<file path="src/rtl/tcnt_pkg.sv">
package tcnt_pkg;
  parameter int BUS_W    = 32;
  parameter int ADD_W    = 32;
  parameter int PER_W    = 10;
  parameter int PER_LSB  = 16;
  parameter int SRC_W    = 2;
  parameter int SRC_LSB  = 0;
  parameter int EN_BIT   = 2;
  parameter int BYP_BIT  = 3;
  parameter int SRST_BIT = 5;
  localparam int COUNT_W = 2 * BUS_W;
  localparam int ADDR_W  = 2;

  typedef enum logic [ADDR_W-1:0] {
    ADDR_CTRL   = 2'd0,
    ADDR_ADDEND = 2'd1,
    ADDR_CNT_LO = 2'd2,
    ADDR_CNT_HI = 2'd3
  } regSelE;

  // strobes and live settings from control to datapath
  typedef struct packed {
    logic               clr;
    logic               load;
    logic [COUNT_W-1:0] loadVal;
    logic               enable;
    logic               bypass;
    logic [PER_W-1:0]   period;
    logic [ADD_W-1:0]   addend;
  } ctlBusT;
endpackage

</file>
<file path="src/rtl/tcnt_ctrl.sv">
module tcnt_ctrl
  import tcnt_pkg::*;
(
  input  logic               clk,
  input  logic               rstN,
  input  logic               regWrEn,
  input  logic               regRdEn,
  input  logic [ADDR_W-1:0]  regAddr,
  input  logic [BUS_W-1:0]   regWrData,
  output logic [BUS_W-1:0]   regRdData,
  input  logic [COUNT_W-1:0] timeIn,
  output ctlBusT             ctl
);
  logic              enReg;
  logic              bypReg;
  logic [SRC_W-1:0]  srcReg;
  logic [PER_W-1:0]  perReg;
  logic [ADD_W-1:0]  addendReg;
  logic [BUS_W-1:0]  loStage;
  logic [BUS_W-1:0]  hiShadow;
  logic [BUS_W-1:0]  ctrlWord;

  logic wrCtrl, wrAdd, wrLo, wrHi, rdLo, softClr;

  assign wrCtrl  = regWrEn && (regAddr == ADDR_CTRL);
  assign wrAdd   = regWrEn && (regAddr == ADDR_ADDEND);
  assign wrLo    = regWrEn && (regAddr == ADDR_CNT_LO);
  assign wrHi    = regWrEn && (regAddr == ADDR_CNT_HI);
  assign rdLo    = regRdEn && (regAddr == ADDR_CNT_LO);
  assign softClr = wrCtrl && regWrData[SRST_BIT];

  always_ff @(posedge clk or negedge rstN) begin
    if (!rstN) begin
      enReg     <= 1'b0;
      bypReg    <= 1'b0;
      srcReg    <= '0;
      perReg    <= '0;
      addendReg <= '0;
      loStage   <= '0;
      hiShadow  <= '0;
    end else if (softClr) begin
      enReg     <= 1'b0;
      bypReg    <= 1'b0;
      srcReg    <= '0;
      perReg    <= '0;
      addendReg <= '0;
      loStage   <= '0;
      hiShadow  <= '0;
    end else begin
      if (wrCtrl) begin
        enReg  <= regWrData[EN_BIT];
        bypReg <= regWrData[BYP_BIT];
        srcReg <= regWrData[SRC_LSB +: SRC_W];
        perReg <= regWrData[PER_LSB +: PER_W];
      end
      if (wrAdd) addendReg <= regWrData[ADD_W-1:0];
      if (wrLo)  loStage   <= regWrData;
      if (rdLo)  hiShadow  <= timeIn[COUNT_W-1:BUS_W];
    end
  end

  always_comb begin
    ctrlWord = '0;
    ctrlWord[EN_BIT]              = enReg;
    ctrlWord[BYP_BIT]             = bypReg;
    ctrlWord[SRC_LSB +: SRC_W]    = srcReg;
    ctrlWord[PER_LSB +: PER_W]    = perReg;
  end

  always_comb begin
    regRdData = '0;
    if (regRdEn) begin
      unique case (regAddr)
        ADDR_CTRL:   regRdData = ctrlWord;
        ADDR_ADDEND: regRdData = BUS_W'(addendReg);
        ADDR_CNT_LO: regRdData = timeIn[BUS_W-1:0];
        ADDR_CNT_HI: regRdData = hiShadow;
        default:     regRdData = '0;
      endcase
    end
  end

  always_comb begin
    ctl.clr     = softClr;
    ctl.load    = wrHi;
    ctl.loadVal = {regWrData, loStage};
    ctl.enable  = enReg;
    ctl.bypass  = bypReg;
    ctl.period  = perReg;
    ctl.addend  = addendReg;
  end
endmodule

</file>
<file path="src/rtl/tcnt_dp.sv">
module tcnt_dp
  import tcnt_pkg::*;
(
  input  logic               clk,
  input  logic               rstN,
  input  ctlBusT             ctl,
  output logic [ADD_W-1:0]   accum,
  output logic [COUNT_W-1:0] count
);
  logic [ADD_W:0]     accSum;
  logic               carry;
  logic               stepNow;
  logic [COUNT_W-1:0] stepVal;

  assign accSum  = {1'b0, accum} + {1'b0, ctl.addend};
  assign carry   = accSum[ADD_W];
  assign stepNow = ctl.bypass || carry;
  assign stepVal = stepNow ? COUNT_W'(ctl.period) : '0;

  // phase accumulator: frozen in bypass and while disabled
  always_ff @(posedge clk or negedge rstN) begin
    if (!rstN)                          accum <= '0;
    else if (ctl.clr)                   accum <= '0;
    else if (ctl.enable && !ctl.bypass) accum <= accSum[ADD_W-1:0];
  end

  // nanosecond count: load wins over a step on the same edge
  always_ff @(posedge clk or negedge rstN) begin
    if (!rstN)           count <= '0;
    else if (ctl.clr)    count <= '0;
    else if (ctl.load)   count <= ctl.loadVal;
    else if (ctl.enable) count <= count + stepVal;
  end
endmodule

</file>
<file path="src/rtl/ns_time_counter.sv">
module ns_time_counter
  import tcnt_pkg::*;
(
  input  logic               clk,
  input  logic               rstN,
  input  logic               regWrEn,
  input  logic               regRdEn,
  input  logic [ADDR_W-1:0]  regAddr,
  input  logic [BUS_W-1:0]   regWrData,
  output logic [BUS_W-1:0]   regRdData,
  output logic [COUNT_W-1:0] timeNow
);
  ctlBusT             ctlBus;
  logic [ADD_W-1:0]   accum;
  logic [COUNT_W-1:0] count;

  tcnt_ctrl u_ctrl (
    .clk       (clk),
    .rstN      (rstN),
    .regWrEn   (regWrEn),
    .regRdEn   (regRdEn),
    .regAddr   (regAddr),
    .regWrData (regWrData),
    .regRdData (regRdData),
    .timeIn    (count),
    .ctl       (ctlBus)
  );

  tcnt_dp u_dp (
    .clk   (clk),
    .rstN  (rstN),
    .ctl   (ctlBus),
    .accum (accum),
    .count (count)
  );

  assign timeNow = count;
endmodule

</file>
<file path="config.mk">
export PLATFORM = sky130hd
export DESIGN_NAME = ns_time_counter
export DESIGN_NICKNAME = d
export VERILOG_FILES = /design/src/rtl/tcnt_pkg.sv /design/src/rtl/tcnt_ctrl.sv /design/src/rtl/tcnt_dp.sv /design/src/rtl/ns_time_counter.sv
export SDC_FILE = /design/constraint.sdc
export NUM_CORES = 1
export LEC_CHECK = 0
export ABC_AREA = 1
export BUFFER_PORTS_ARGS = -buffer_cell sky130_fd_sc_hd__buf_2
export CELL_PAD_IN_SITES_DETAIL_PLACEMENT = 1
export CELL_PAD_IN_SITES_GLOBAL_PLACEMENT = 2
export CORE_MARGIN = 10
export CORE_UTILIZATION = 33
export DETAILED_ROUTE_END_ITERATION = 6
export GPL_ROUTABILITY_DRIVEN = 0
export PLACE_DENSITY_LB_ADDON = 0.1
export SLEW_MARGIN = 10
export SYNTH_ARGS = -nofsm -noshare
export SYNTH_HDL_FRONTEND = slang
export SYNTH_SLANG_ARGS = --single-unit
</file>
<file path="constraint.sdc">
create_clock -name clk -period 4.1 [get_ports clk]
set_input_delay 0.205 -clock clk [delete_from_list [all_inputs] [get_ports clk]]
set_output_delay 0.205 -clock clk [all_outputs]
set_load 0.01 [all_outputs]
</file>
# After elaboration in Yosys (flattened, before gate mapping)
# Cells that the tools add are included.
[word_totals]
ramBits = 0
memories = 0
in_bits = 38
latch_bits = 0
ff_bits = 206
rom_bits = 0
[op_classes]
eq_ne = 3
shifts = 0
multipliers = 0
bitwise = 0
n_div = 0
n_reduce_logical = 16
n_lt_le_gt_ge = 0
n_mux = 22
n_addsub = 2
[ops]
columns = ["op", "n"]
rows = [
  ["$mux 32", 9],
  ["$mux 64", 3],
  ["$pmux 32 s4", 1],
  ["$add 64x64->64", 1],
  ["$add 32x32->33", 1],
  ["$mux 10", 3],
  ["$reduce_bool 2->1", 5],
  ["$logic_and 1x1->1", 7],
  ["$eq 2x2->1 const B", 2],
  ["$mux 1", 4],
  ["$mux 2", 2],
  ["$reduce_bool 3->1", 1],
  ["$eq 2x1->1 const B", 1],
  ["$logic_not 2->1", 1],
  ["$logic_not 1->1", 1],
  ["$logic_or 1x1->1", 1],
]

# Longest topological paths before layout
# Gate-level depths: netlist of the first run.
[logic_depth]
depth_word = 7
depth_mapped = 27
ltp_nobuf = 26

# Modules after synthesis
# Synthesis of the first run repeated with hierarchy kept, for this count alone.
[hier_totals]
hier_cells = 2295
hier_area_um2 = 15006.9
[modules_own_cells]
columns = ["mod", "area_each_um2", "seq_area_each_um2", "cells_per_inst", "instances"]
rows = [
  ["tcnt_dp", 9011.1, 2402.3, 1511, 1],
  ["tcnt_ctrl", 5995.8, 2752.6, 784, 1],
]

# Worst setup path before layout of the first run
# OpenSTA, ideal clock, no wires.
[synth_path]
path_kind = "reg2reg"
startpoint = "register u_ctrl.addendReg[0]"
endpoint = "register u_dp.count[16]"
period_less_slack_ns = 3.556
stages_incl_launch_ff = 27
slack_ns = 0.544
t_arrival_ns = 3.433
path_buffers = 1
t_required_ns = 3.977
path_cell_list = "dfrtp_1 ha_1 fa_1 nand3_1 nand2_1 nand3_1 nand3_1 nand3_1 nand2_1 nand2_1 nand2_2 nand2_1 inv_1 ha_1 fa_1 nand2_1 nand3_1 and2_1 clkbuf_1 nand2_1 nand2_1 nand2_1 nand2_1 nand2_1 nand2_1 nor2_1 o21ai_1"
[synth_via]
elab_chain_len = 7
[synth_rtl]
columns = ["element", "line", "text"]
rows = [
  ["from (decl)", "tcnt_ctrl.sv:18", "logic [ADD_W-1:0] addendReg;"],
  ["from (signal assigned)", "tcnt_ctrl.sv:56", "if (wrAdd) addendReg <= regWrData[ADD_W-1:0];"],
  ["$add 32x32->33", "tcnt_dp.sv:15", "assign accSum = {1'b0, accum} + {1'b0, ctl.addend};"],
  ["$logic_or 1x1->1", "tcnt_dp.sv:17", "assign stepNow = ctl.bypass || carry;"],
  ["$mux 10", "tcnt_dp.sv:18", "assign stepVal = stepNow ? COUNT_W'(ctl.period) : '0;"],
  ["$add 64x64->64", "tcnt_dp.sv:32", "else if (ctl.enable) count <= count + stepVal;"],
  ["$mux 64", "tcnt_dp.sv:32", ""],
  ["$mux 64", "tcnt_dp.sv:31", "else if (ctl.load) count <= ctl.loadVal;"],
  ["$mux 64", "tcnt_dp.sv:30", "else if (ctl.clr) count <= '0;"],
  ["to (signal assigned)", "tcnt_dp.sv:31", ""],
  ["to (signal assigned)", "tcnt_dp.sv:32", ""],
  ["to (decl)", "tcnt_dp.sv:8", "output logic [COUNT_W-1:0] count"],
]
# No other way between the ends. The select of a mux whose other input is x is not followed.
# A chain may end at the register's enable or synchronous reset.

# Final worst setup path of the first run
[layout_path]
startpoint = "register u_ctrl.addendReg[0]"
endpoint = "register u_dp.count[11]"
# Same word-level chain as after synthesis.

==> results.sh, run 1 <==
export IMPL_clock_latency_ns=0.57
export IMPL_min_to="u_ctrl.enReg"
export IMPL_drc=0
export IMPL_setup_ws_ns=0.189
export IMPL_synthArstFlopShare_pct=100
export IMPL_syn_instance_count=2142
export IMPL_grt_pass1_wl_um=100000
export IMPL_first_pass_iters=5
export IMPL_switchingPower_mw=4.95
export IMPL_crit_buf_inv=4
export IMPL_clockPowerShare_pct=23.1
export IMPL_finalCritPeriodShare_pct=95.4
export IMPL_cts_tree="done"
export IMPL_drv_slew=0
export IMPL_swShare_pct=46.4
export IMPL_crit_required_ns=4.59
export IMPL_critPathTopFamily="simple AND/OR/NAND/NOR gates"
export IMPL_use_met2_pct=40.5
export IMPL_synthXorXnorAreaFrac_pct=1.13
export IMPL_p_seq_share_pct=34.1
export IMPL_cts_htree_levels=1
export IMPL_io_buffers=133
export IMPL_synth_compound_area_share_pct=12.8
export IMPL_finalHoldViolCount=0
export IMPL_start_util_pct=33.4
export IMPL_grt_pass1_vias=15600
export IMPL_yosysSeqAreaShare_pct=36.9
export IMPL_r2r_setup_slack_ns=0.19
export IMPL_ys_warn_count=0
export IMPL_dpl_hpwl_um=53100
export IMPL_grt_busiest_layer="met2"
export IMPL_via_per_inst=5.38
export IMPL_cp_max_fo=6
export IMPL_crit_slowest_cell="dfrtp_1"
export IMPL_synth_top_family_by_area="simple AND/OR/NAND/NOR gates"
export IMPL_fillers=5449
export IMPL_synth_edf_count=0
export IMPL_syn_to_final_growth_pct=19.7
export IMPL_grtUsageMet1_pct=36.3
export IMPL_ir_drop_mv=0.240
export IMPL_route_vias_total=15400
export IMPL_rr_startpoint="u_ctrl.addendReg[0]"
export IMPL_ios=134
export IMPL_timing_rr_end="u_dp.count[11]"
export IMPL_synthDistinctLibCells=39
export IMPL_grt_overflow=0
export IMPL_setup_viol=0
export IMPL_ant_nets=0
export IMPL_antenna_found_initial=0
export IMPL_startpoint_type="flop"
export IMPL_hold_path_class="in2reg"
export IMPL_clock_sinks=206
export IMPL_grt_max_degree=112
export IMPL_coreArea_sq_mm=0.0419
export IMPL_path_class="reg2reg"
export IMPL_synth_mux_area_share_pct=0.215
export IMPL_std_cell_rows=75
export IMPL_ys_flop_type="dfrtp_1"
export IMPL_synth_fa_ha_area_share_pct=4.05
export IMPL_nNetsFinal=2396
export IMPL_skew_ns=0.0278
export IMPL_p_leak_nw=8.83
export IMPL_die_x_um=226
export IMPL_clk_pin_slew_worst_paths_ns=0.06
export IMPL_combPwrFrac_pct=42.8
export IMPL_drive_gt1_share_pct=12.4
export IMPL_cts_root_buf="clkbuf_16"
export IMPL_drt_iter0_drc=1143
export IMPL_routed_wl_um=68100
export IMPL_yosys_register_bits=206
export IMPL_cp_arrival_ns=4.40
export IMPL_place_ws_ns=-0.0427
export IMPL_grt_total_usage_pct=26.3
export IMPL_yosys_area_share_simple_pct=35.6
export IMPL_p_per_area_mw_per_mm2=638
export IMPL_holdWs_ns=0.0193
export IMPL_die_area_sq_mm=0.0509
export IMPL_slew_headroom_pct=32.2
export IMPL_fmax_ghz=0.256
export IMPL_cpPeakStageDelay_ns=0.40
export IMPL_internal_power_mw=5.72
export IMPL_layout_min_cycle_time_ns=3.91
export IMPL_avgRoutedWirePerCell_um=23.7
export IMPL_rr_worst_depth=25
export IMPL_tightest_slew_ns=1.02
export IMPL_status="finished clean"
export IMPL_synth_avg_cell_area_sq_um=6.52
export IMPL_holdCritStartpoint="regWrData[2]"
export IMPL_cts_inserted_buffers=27
export IMPL_max_cap_violations=0
export IMPL_worstHoldPathCells=3
export IMPL_syn_nets=2224
export IMPL_cts_buffer_depth=3
export IMPL_die_y_um=226
export IMPL_syn_area_sq_mm=0.0140
export IMPL_cp_end_kind="flop"
export IMPL_gr_usage_met3_pct=4.32
export IMPL_cp_common_cell="nand2_1"
[state kept, by name, indices dropped and copies added (netlist names)]
register	count
u_dp.count	64
u_dp.accum	32
u_ctrl.hiShadow	32
u_ctrl.enReg	1
u_ctrl.srcReg	2
u_ctrl.addendReg	32
u_ctrl.bypReg	1
u_ctrl.loStage	32
u_ctrl.perReg	10
[timing repair]
item / CTS / global route
gates resized for setup: 3 / 42
pin swaps: 0 / 3
endpoints found under the hold margin: 142 / 0
hold buffers: 18 / 0
buffers inserted: 0 / 4
endpoints found under the setup margin: 10 / 56
gates cloned: 0 / 1
[cell usage after synthesis (4+ instances only)]
cell type  count  share of area [%]
a21oi_1       60                2.2
a221oi_1      15               0.94
and2_1         4               0.18
buf_1          6               0.16
buf_2         23               0.82
clkbuf_1      38                1.0
dfrtp_1      206                 37
ha_1          42                3.8
inv_1        258                6.9
inv_2          6               0.16
nand2_1      732                 20
nand3_1      171                6.1
nand4_1       39                1.7
nor2_1       238                6.4
nor2_2         5               0.22
nor3_1        16               0.57
o211ai_1       9               0.48
o21ai_0      180                6.5
o21ai_1       12               0.43
o221ai_1      12               0.75
o22ai_1       24                1.1
xnor2_1        8               0.50
xor2_1        10               0.63
[metrics by stage]
| stage | utilization, % | setup TNS, ns | instance area (sq um) | std cells | power (mW) |
|---|---|---|---|---|---|
| 2_1_floorplan | - | 0 | 14000 | 2142 | 5.95 |
| 3_3_place_gp | 37.0 | 0 | 15500 | 2801 | 7.97 |
| 3_5_place_dp | 37.0 | -0.0662 | 15500 | 2801 | 8.08 |
| 4_1_cts | 39.6 | 0 | 16600 | 2866 | 10.6 |
| 5_1_grt | 39.9 | -0.0190 | 16700 | 2871 | 11.4 |
| 6_report | 40.0 | 0 | 16700 | 2872 | 10.7 |
[power by group through the flow]
stage	registers [mW]	logic [mW]	clock network, mW
floorplan	3.32	2.63	0
global placement	3.62	4.34	0
detailed placement	3.64	4.43	0
CTS	3.61	4.48	2.52
global route	3.71	5.10	2.59
finish	3.63	4.57	2.47
[cell type report]
type | instances | area [sq um] | share of cell area (%)
Tap cell | 539 | 674 | 4.03
Clock inverter | 9 | 129 | 0.771
Antenna cell | 1 | 2.50 | 0.0150
Timing Repair Buffer | 210 | 1320 | 7.92
Sequential cell | 206 | 5160 | 30.8
Multi-Input combinational cell | 1604 | 7670 | 45.9
Inverter | 265 | 996 | 5.96
Clock buffer | 38 | 767 | 4.59
[worst register-to-register path: stages, from the launching register on]
cell	delay, ns
dfrtp_1	0.40
ha_1	0.25
fa_2	0.39
nand3_1	0.08
nand2_1	0.09
nand3_1	0.10
nand3_2	0.13
nand3_2	0.10
nand2_1	0.07
nand2_1	0.08
nand2_2	0.09
buf_4	0.19
nand2_1	0.09
inv_1	0.06
ha_1	0.30
buf_4	0.13
nand2_1	0.11
nor2_2	0.14
nand3_1	0.14
nand2_4	0.13
nand2_2	0.11
nand2_4	0.15
buf_4	0.13
xor2_1	0.14
nor2_1	0.05
o21ai_0	0.16
[cell families after synthesis]
logic type | after synthesis
and+or+nand+nor | 1216
buffers and inverters | 333
AOI/OAI and AO/OA | 322
DFF | 206
adders and majority gates | 44
xor gates and xnor gates | 18
muxes | 3
[per-layer routing]
layer	share of wire, %	up-vias
li1	-	7277
met1	46	7614
met2	44	456
met3	6.1	91
met4	3.4	0
met5	0	-
[worst max-delay path by stage]
stage	endpoint	startpoint	slack [ns]	cells after the start
after floorplan	u_dp.count[16]	u_ctrl.addendReg[0]	0.54	26
after CTS	u_dp.count[57]	u_ctrl.addendReg[0]	0.008	25
after global routing	u_dp.count[11]	u_ctrl.addendReg[0]	-0.01	25
final	u_dp.count[11]	u_ctrl.addendReg[0]	0.19	25
after detailed placement	u_dp.count[57]	u_ctrl.addendReg[0]	-0.04	25
after global placement	u_dp.count[57]	u_ctrl.addendReg[11]	0.08	25
[cell usage in the layout, fill, tap and decap left out, types with 3 or more instances in the layout]
master and n:
o21ai_0 177, ha_1 40, bufinv_16 3, a22o_1 3, nor2_1 232, clkbuf_1 6, nor2_4 5, buf_2 132
o221ai_1 12, xor2_1 10, inv_2 5, nor2_2 7, nand2_4 5, nand2_2 14, nand3b_1 3, a221oi_1 15
inv_1 258, nor3_1 16, buf_4 57, o21ai_1 15, nand2_1 719, and2_1 3, clkbuf_16 27, dlygate4sd3_1 18
a21oi_2 10, xnor2_1 8, mux2i_1 3, dfrtp_1 205, clkbuf_8 5, nand3_1 168, a21oi_1 50, nand3_2 3
o211ai_1 9, o22ai_1 24, clkinv_2 4, nand4_1 39
Note: power is estimated with default switching activity, not from simulation.
==> inputs of run 2 (changes only) <==
--- a/config.mk
+++ b/config.mk
@@ -14,6 +14,7 @@
 export DETAILED_ROUTE_END_ITERATION = 6
 export GPL_ROUTABILITY_DRIVEN = 0
 export PLACE_DENSITY_LB_ADDON = 0.1
+export SETUP_SLACK_MARGIN = 0.3
 export SLEW_MARGIN = 10
 export SYNTH_ARGS = -nofsm -noshare
 export SYNTH_HDL_FRONTEND = slang
==> constraint.sdc (replaced) <==
create_clock -name clk -period 3.71 [get_ports clk]
set_input_delay 0.371 -clock clk [delete_from_list [all_inputs] [get_ports clk]]
set_output_delay 0.371 -clock clk [all_outputs]
set_load 0.01 [all_outputs]
==> results.sh, run 2 (synthesized netlist as in run 1, its figures left out) <==
export IMPL_r2r_setup_slack_ns=0.26
export IMPL_antenna_found_initial=1
export IMPL_holdWs_ns=0.132
export IMPL_cp_common_cell="buf_6"
export IMPL_cp_arrival_ns=3.94
export IMPL_clock_latency_ns=0.56
export IMPL_tightest_slew_ns=0.880
export IMPL_grt_total_usage_pct=26.8
export IMPL_crit_start="u_dp.accum[0]"
export IMPL_cts_buffer_depth=3
export IMPL_p_per_area_mw_per_mm2=716
export IMPL_final_cell_mix="654 x nand2_1, 243 x inv_1, 215 x nor2_1, 200 x dfrtp_1, 167 x o21ai_0"
export IMPL_cpPeakStageDelay_ns=0.39
export IMPL_setup_ws_ns=0.263
export IMPL_final_common_cell="nand2_1"
export IMPL_n_antenna_cell=0
export IMPL_ios=134
export IMPL_final_util_pct=44.3
export IMPL_p_leak_nw=9.60
export IMPL_cts_root_buf="clkbuf_16"
export IMPL_clock_sinks=206
export IMPL_total_power_mw=13.3
export IMPL_largest_reg_flops=64
export IMPL_skew_ns=0.0130
export IMPL_ir_drop_mv=0.319
export IMPL_drive_gt1_share_pct=23.5
export IMPL_fillers=5372
export IMPL_dpl_hpwl_um=53200
export IMPL_finalCritPeriodShare_pct=92.9
export IMPL_cp_max_fo=2
export IMPL_cp_end_kind="flop"
export IMPL_coreArea_sq_mm=0.0419
export IMPL_grt_overflow=0
export IMPL_rsz0062_at_grt="true"
export IMPL_finalHoldViolCount=0
export IMPL_startpoint_type="flop"
export IMPL_io_buffers=133
export IMPL_drv_slew=0
export IMPL_grt_pass1_vias=16200
export IMPL_rr_startpoint="u_dp.accum[0]"
export IMPL_largest_register="u_dp.count"
export IMPL_drt_iter0_drc=1378
export IMPL_place_ws_ns=-0.251
export IMPL_layout_min_cycle_time_ns=3.45
export IMPL_routed_wl_um=69700
export IMPL_grt_pass1_wl_um=104000
export IMPL_slew_headroom_pct=41.1
export IMPL_route_vias_total=16000
export IMPL_std_cell_rows=75
export IMPL_cts_tree="done"
export IMPL_grt_max_degree=112
export IMPL_start_util_pct=33.4
export IMPL_first_pass_iters=5
export IMPL_holdCritStartpoint="regWrData[26]"
export IMPL_crit_slowest_cell="dfrtp_1"
export IMPL_crit_required_ns=4.20
export IMPL_die_x_um=226
export IMPL_path_class="reg2reg"
export IMPL_die_y_um=226
export IMPL_ant_nets=0
export IMPL_hold_path_class="in2reg"
export IMPL_cts_inserted_buffers=27
export IMPL_status="finished clean"
export IMPL_avgRoutedWirePerCell_um=23.5
export IMPL_die_area_sq_mm=0.0509
export IMPL_cts_htree_levels=1
export IMPL_syn_to_final_growth_pct=32.8
export IMPL_nNetsFinal=2496
export IMPL_clk_pin_slew_worst_paths_ns=0.06
export IMPL_drc=0
export IMPL_setup_viol=0
export IMPL_via_per_inst=5.37
export IMPL_tns_ns=0
export IMPL_fmax_ghz=0.290
export IMPL_max_cap_violations=0
==> run 2: changes by cell type in the layout (fill, tap and decap cells not counted), sizes merged <==
cell / change
buf: +117
bufinv: +2
clkbuf: -4
clkinv: +5
clkinvlp: -1
diode: -1
dlygate4sd3: -17
inv: -1
==> run 2: metrics by stage <==
| stage | instances | instance area, sq um |
|---|---|---|
| 6_report | 2972 | 18500 |
| 5_1_grt | 2972 | 18500 |
| 3_3_place_gp | 2892 | 16200 |
| 4_1_cts | 2963 | 17900 |
| 2_1_floorplan | 2142 | 14000 |
| 3_5_place_dp | 2892 | 16200 |
==> run 2: final timing paths <==
path                                      end  cells after the start
setup reg to reg               u_dp.accum[28]                     26
setup / recovery               u_dp.accum[28]                     26
max in group asynchronous      u_dp.accum[23]                      3
hold reg to reg            u_ctrl.loStage[23]                      2
min in group asynchronous  u_ctrl.hiShadow[9]                      2
hold / removal             u_ctrl.loStage[26]                      3
==> run 2: critical path: cells and delay by family, from the launching register on <==
kind	cells	cell delay (ns)
buffers and inverters	15	1.70
DFF	1	0.39
adders and majority gates	2	0.55
and+or+nand+nor	9	0.75
==> run 2: cell type report <==
| class | count | area, sq um | share of cell area, % |
|---|---|---|---|
| sequential | 206 | 5160 | 27.8 |
| clock buffer | 34 | 722 | 3.89 |
| tap | 539 | 674 | 3.64 |
| inverter | 265 | 998 | 5.38 |
| multi-input combinational | 1604 | 8660 | 46.7 |
| clock inverter | 14 | 198 | 1.07 |
| timing repair buffer | 310 | 2130 | 11.5 |
==> run 2: what timing repair did <==
action,CTS,global route
setup buffers,21,9
cloned,1,0
endpoints found under the hold margin,92,0
hold buffers,1,0
pin swaps,44,71
gates resized for setup,140,146
endpoints found under the setup margin,61,62
==> run 2: where the power goes <==
group          internal [mW]  leakage [nW]  switching, mW
Combinational           2.59          6.54           3.75
Sequential              2.95          2.61           1.14
Clock                   1.71         0.455           1.12
Total                   7.26          9.60           6.01
==> run 2: layer usage <==
metal  GRT usage (%)  vias up  part of all wire [%]
li1                -     7467                     -
met1            37.6     7954                    47
met2            41.6      450                    44
met3            3.59       92                   5.6
met4            9.06        2                   3.3
met5               0        -                 0.016
==> inputs of run 3 (changes only) <==
--- a/config.mk
+++ b/config.mk
@@ -6,13 +6,14 @@
 export NUM_CORES = 1
 export LEC_CHECK = 0
 export ABC_AREA = 1
-export BUFFER_PORTS_ARGS = -buffer_cell sky130_fd_sc_hd__buf_2
 export CELL_PAD_IN_SITES_DETAIL_PLACEMENT = 1
 export CELL_PAD_IN_SITES_GLOBAL_PLACEMENT = 2
 export CORE_MARGIN = 10
-export CORE_UTILIZATION = 33
+export CORE_UTILIZATION = 36
 export DETAILED_ROUTE_END_ITERATION = 6
+export DONT_BUFFER_PORTS = 1
 export GPL_ROUTABILITY_DRIVEN = 0
+export HOLD_SLACK_MARGIN = 0.15
 export PLACE_DENSITY_LB_ADDON = 0.1
 export SETUP_SLACK_MARGIN = 0.3
 export SLEW_MARGIN = 10
==> results.sh, run 3 (synthesized netlist as in run 1, its figures left out) <==
export IMPL_grt_pass1_wl_um=102000
export IMPL_cts_buffer_depth=3
export IMPL_hold_path_class="in2async"
export IMPL_grt_total_usage_pct=28.2
export IMPL_grt_overflow=0
export IMPL_io_buffers=0
export IMPL_finalCritPeriodShare_pct=90.8
export IMPL_via_per_inst=5.49
export IMPL_antenna_found_initial=4
export IMPL_largest_reg_flops=64
export IMPL_rsz0062_at_grt="true"
export IMPL_skew_ns=0.0186
export IMPL_tightest_slew_ns=0.876
export IMPL_drt_iter0_drc=1260
export IMPL_tns_ns=0
export IMPL_slew_headroom_pct=41.5
export IMPL_path_class="reg2reg"
export IMPL_first_pass_iters=5
export IMPL_drive_gt1_share_pct=21.7
export IMPL_holdBufCountCts=34
export IMPL_clock_latency_ns=0.57
export IMPL_final_util_pct=48.0
export IMPL_fmax_ghz=0.297
export IMPL_die_area_sq_mm=0.0471
export IMPL_cts_root_buf="clkbuf_16"
export IMPL_startpoint_type="flop"
export IMPL_total_power_mw=13.2
export IMPL_max_cap_violations=0
export IMPL_ir_drop_mv=0.394
export IMPL_swShare_pct=45.9
export IMPL_switchingPower_mw=6.05
export IMPL_cts_tree="done"
export IMPL_die_x_um=217
export IMPL_cp_arrival_ns=3.83
export IMPL_holdWs_ns=-0.505
export IMPL_final_cell_mix="628 x nand2_1, 232 x inv_1, 216 x nor2_1, 201 x dfrtp_1, 170 x buf_4"
export IMPL_routed_wl_um=69000
export IMPL_status="finished with violations"
export IMPL_cpPeakStageDelay_ns=0.45
export IMPL_setup_viol=0
export IMPL_ios=134
export IMPL_cp_max_fo=5
export IMPL_crit_slowest_cell="dfrtp_2"
export IMPL_largest_register="u_dp.count"
export IMPL_start_util_pct=36.3
export IMPL_coreArea_sq_mm=0.0385
export IMPL_p_leak_nw=9.28
export IMPL_internal_power_mw=7.12
export IMPL_syn_to_final_growth_pct=32.3
export IMPL_clock_sinks=206
export IMPL_nNetsFinal=2422
export IMPL_avgRoutedWirePerCell_um=23.9
export IMPL_std_cell_rows=72
export IMPL_dpl_hpwl_um=51100
export IMPL_crit_required_ns=4.17
export IMPL_combPwrFrac_pct=46.6
export IMPL_p_seq_share_pct=32.6
export IMPL_fin_area_sq_mm=0.0185
export IMPL_finalHoldViolCount=206
export IMPL_clk_pin_slew_worst_paths_ns=0.07
export IMPL_place_area_sq_mm=0.0155
export IMPL_final_common_cell="nand2_1"
export IMPL_cts_inserted_buffers=28
export IMPL_cp_end_kind="flop"
export IMPL_cp_common_cell="nand2_1"
export IMPL_p_per_area_mw_per_mm2=713
export IMPL_layout_min_cycle_time_ns=3.37
export IMPL_grt_pass1_vias=15900
export IMPL_die_y_um=217
export IMPL_route_vias_total=15800
export IMPL_drv_slew=0
export IMPL_violations="hold timing"
export IMPL_clockPowerShare_pct=20.8
export IMPL_fillers=4863
export IMPL_cts_htree_levels=1
export IMPL_ant_nets=0
export IMPL_grt_max_degree=207
export IMPL_drc=0
==> run 3: cell types whose count changed in the layout (fill, tap and decap cells not counted), moves of 5 or more <==
cell           delta
nand3_2          +10
nand2_1          -26
buf_2           -132
nand2_4           +6
nand3_1           -6
nor2_2            -5
inv_2            +11
dlygate4sd3_1    +33
nand2_2          +21
buf_4            +15
o21ai_1           +9
o21ai_0          -10
inv_1            -11
buf_6            +13
==> run 3: metrics by stage <==
step | worst slack (ns) | std cells
2_1_floorplan | 0.331 | 2142
3_3_place_gp | -0.168 | 2746
3_5_place_dp | -0.268 | 2746
4_1_cts | 0.293 | 2857
5_1_grt | 0.142 | 2881
6_report | 0.342 | 2884
==> run 3: final cells by class <==
| class | instances | area (sq um) | area share [%] |
|---|---|---|---|
| multi-input combinational | 1603 | 8740 | 47.3 |
| sequential | 206 | 5160 | 27.9 |
| timing repair buffer | 236 | 2000 | 10.8 |
| inverter | 265 | 998 | 5.40 |
| clock buffer | 36 | 792 | 4.29 |
| tap | 518 | 648 | 3.51 |
| clock inverter | 16 | 128 | 0.691 |
| antenna | 4 | 10.0 | 0.0542 |
==> run 3: what timing repair did <==
action | in CTS | in global routing
endpoints found under the hold margin | 312 | 206
gates resized for setup | 132 | 222
endpoints found under the setup margin | 60 | 61
pin swaps | 46 | 117
setup buffers | 25 | 23
==> run 3: power by group through the flow <==
stage               registers, mW  logic, mW  clock network, mW
finish                       4.29       6.15               2.74
global route                 4.37       6.74               2.88
CTS                          4.23       5.48               2.79
detailed placement           4.23       4.85                  0
global placement             4.21       4.70                  0
floorplan                    3.67       2.91                  0
==> run 3: per-layer routing <==
layer / track usage (%) / wire (um)
met1: 39.0 / 31400
met4: 11.2 / 2840
met3: 5.30 / 4420
met2: 42.8 / 30300
met5: 0 / 0
==> run 3: critical path, delay by kind of cell, from the launching register on <==
kind | cells | cell delay (ns)
buf+inv | 5 | 0.61
simple gates | 18 | 1.61
flops | 1 | 0.45
fa+ha+maj | 2 | 0.58
==> run 3: worst paths after layout <==
| path | startpoint | endpoint | slack (ns) | cells after the start |
|---|---|---|---|---|
| max | u_ctrl.addendReg[10] | u_dp.count[53] | 0.34 | 25 |
| min | rstN | u_dp.count[32] | -0.50 | 0 |
| max reg2reg | u_ctrl.addendReg[10] | u_dp.count[53] | 0.34 | 25 |
| min reg2reg | u_ctrl.loStage[11] | u_ctrl.loStage[11] | 0.48 | 2 |
| max in group asynchronous | rstN | u_dp.count[15] | 3.60 | 0 |
| min in group clk | regWrData[17] | u_dp.count[49] | 0.18 | 4 |
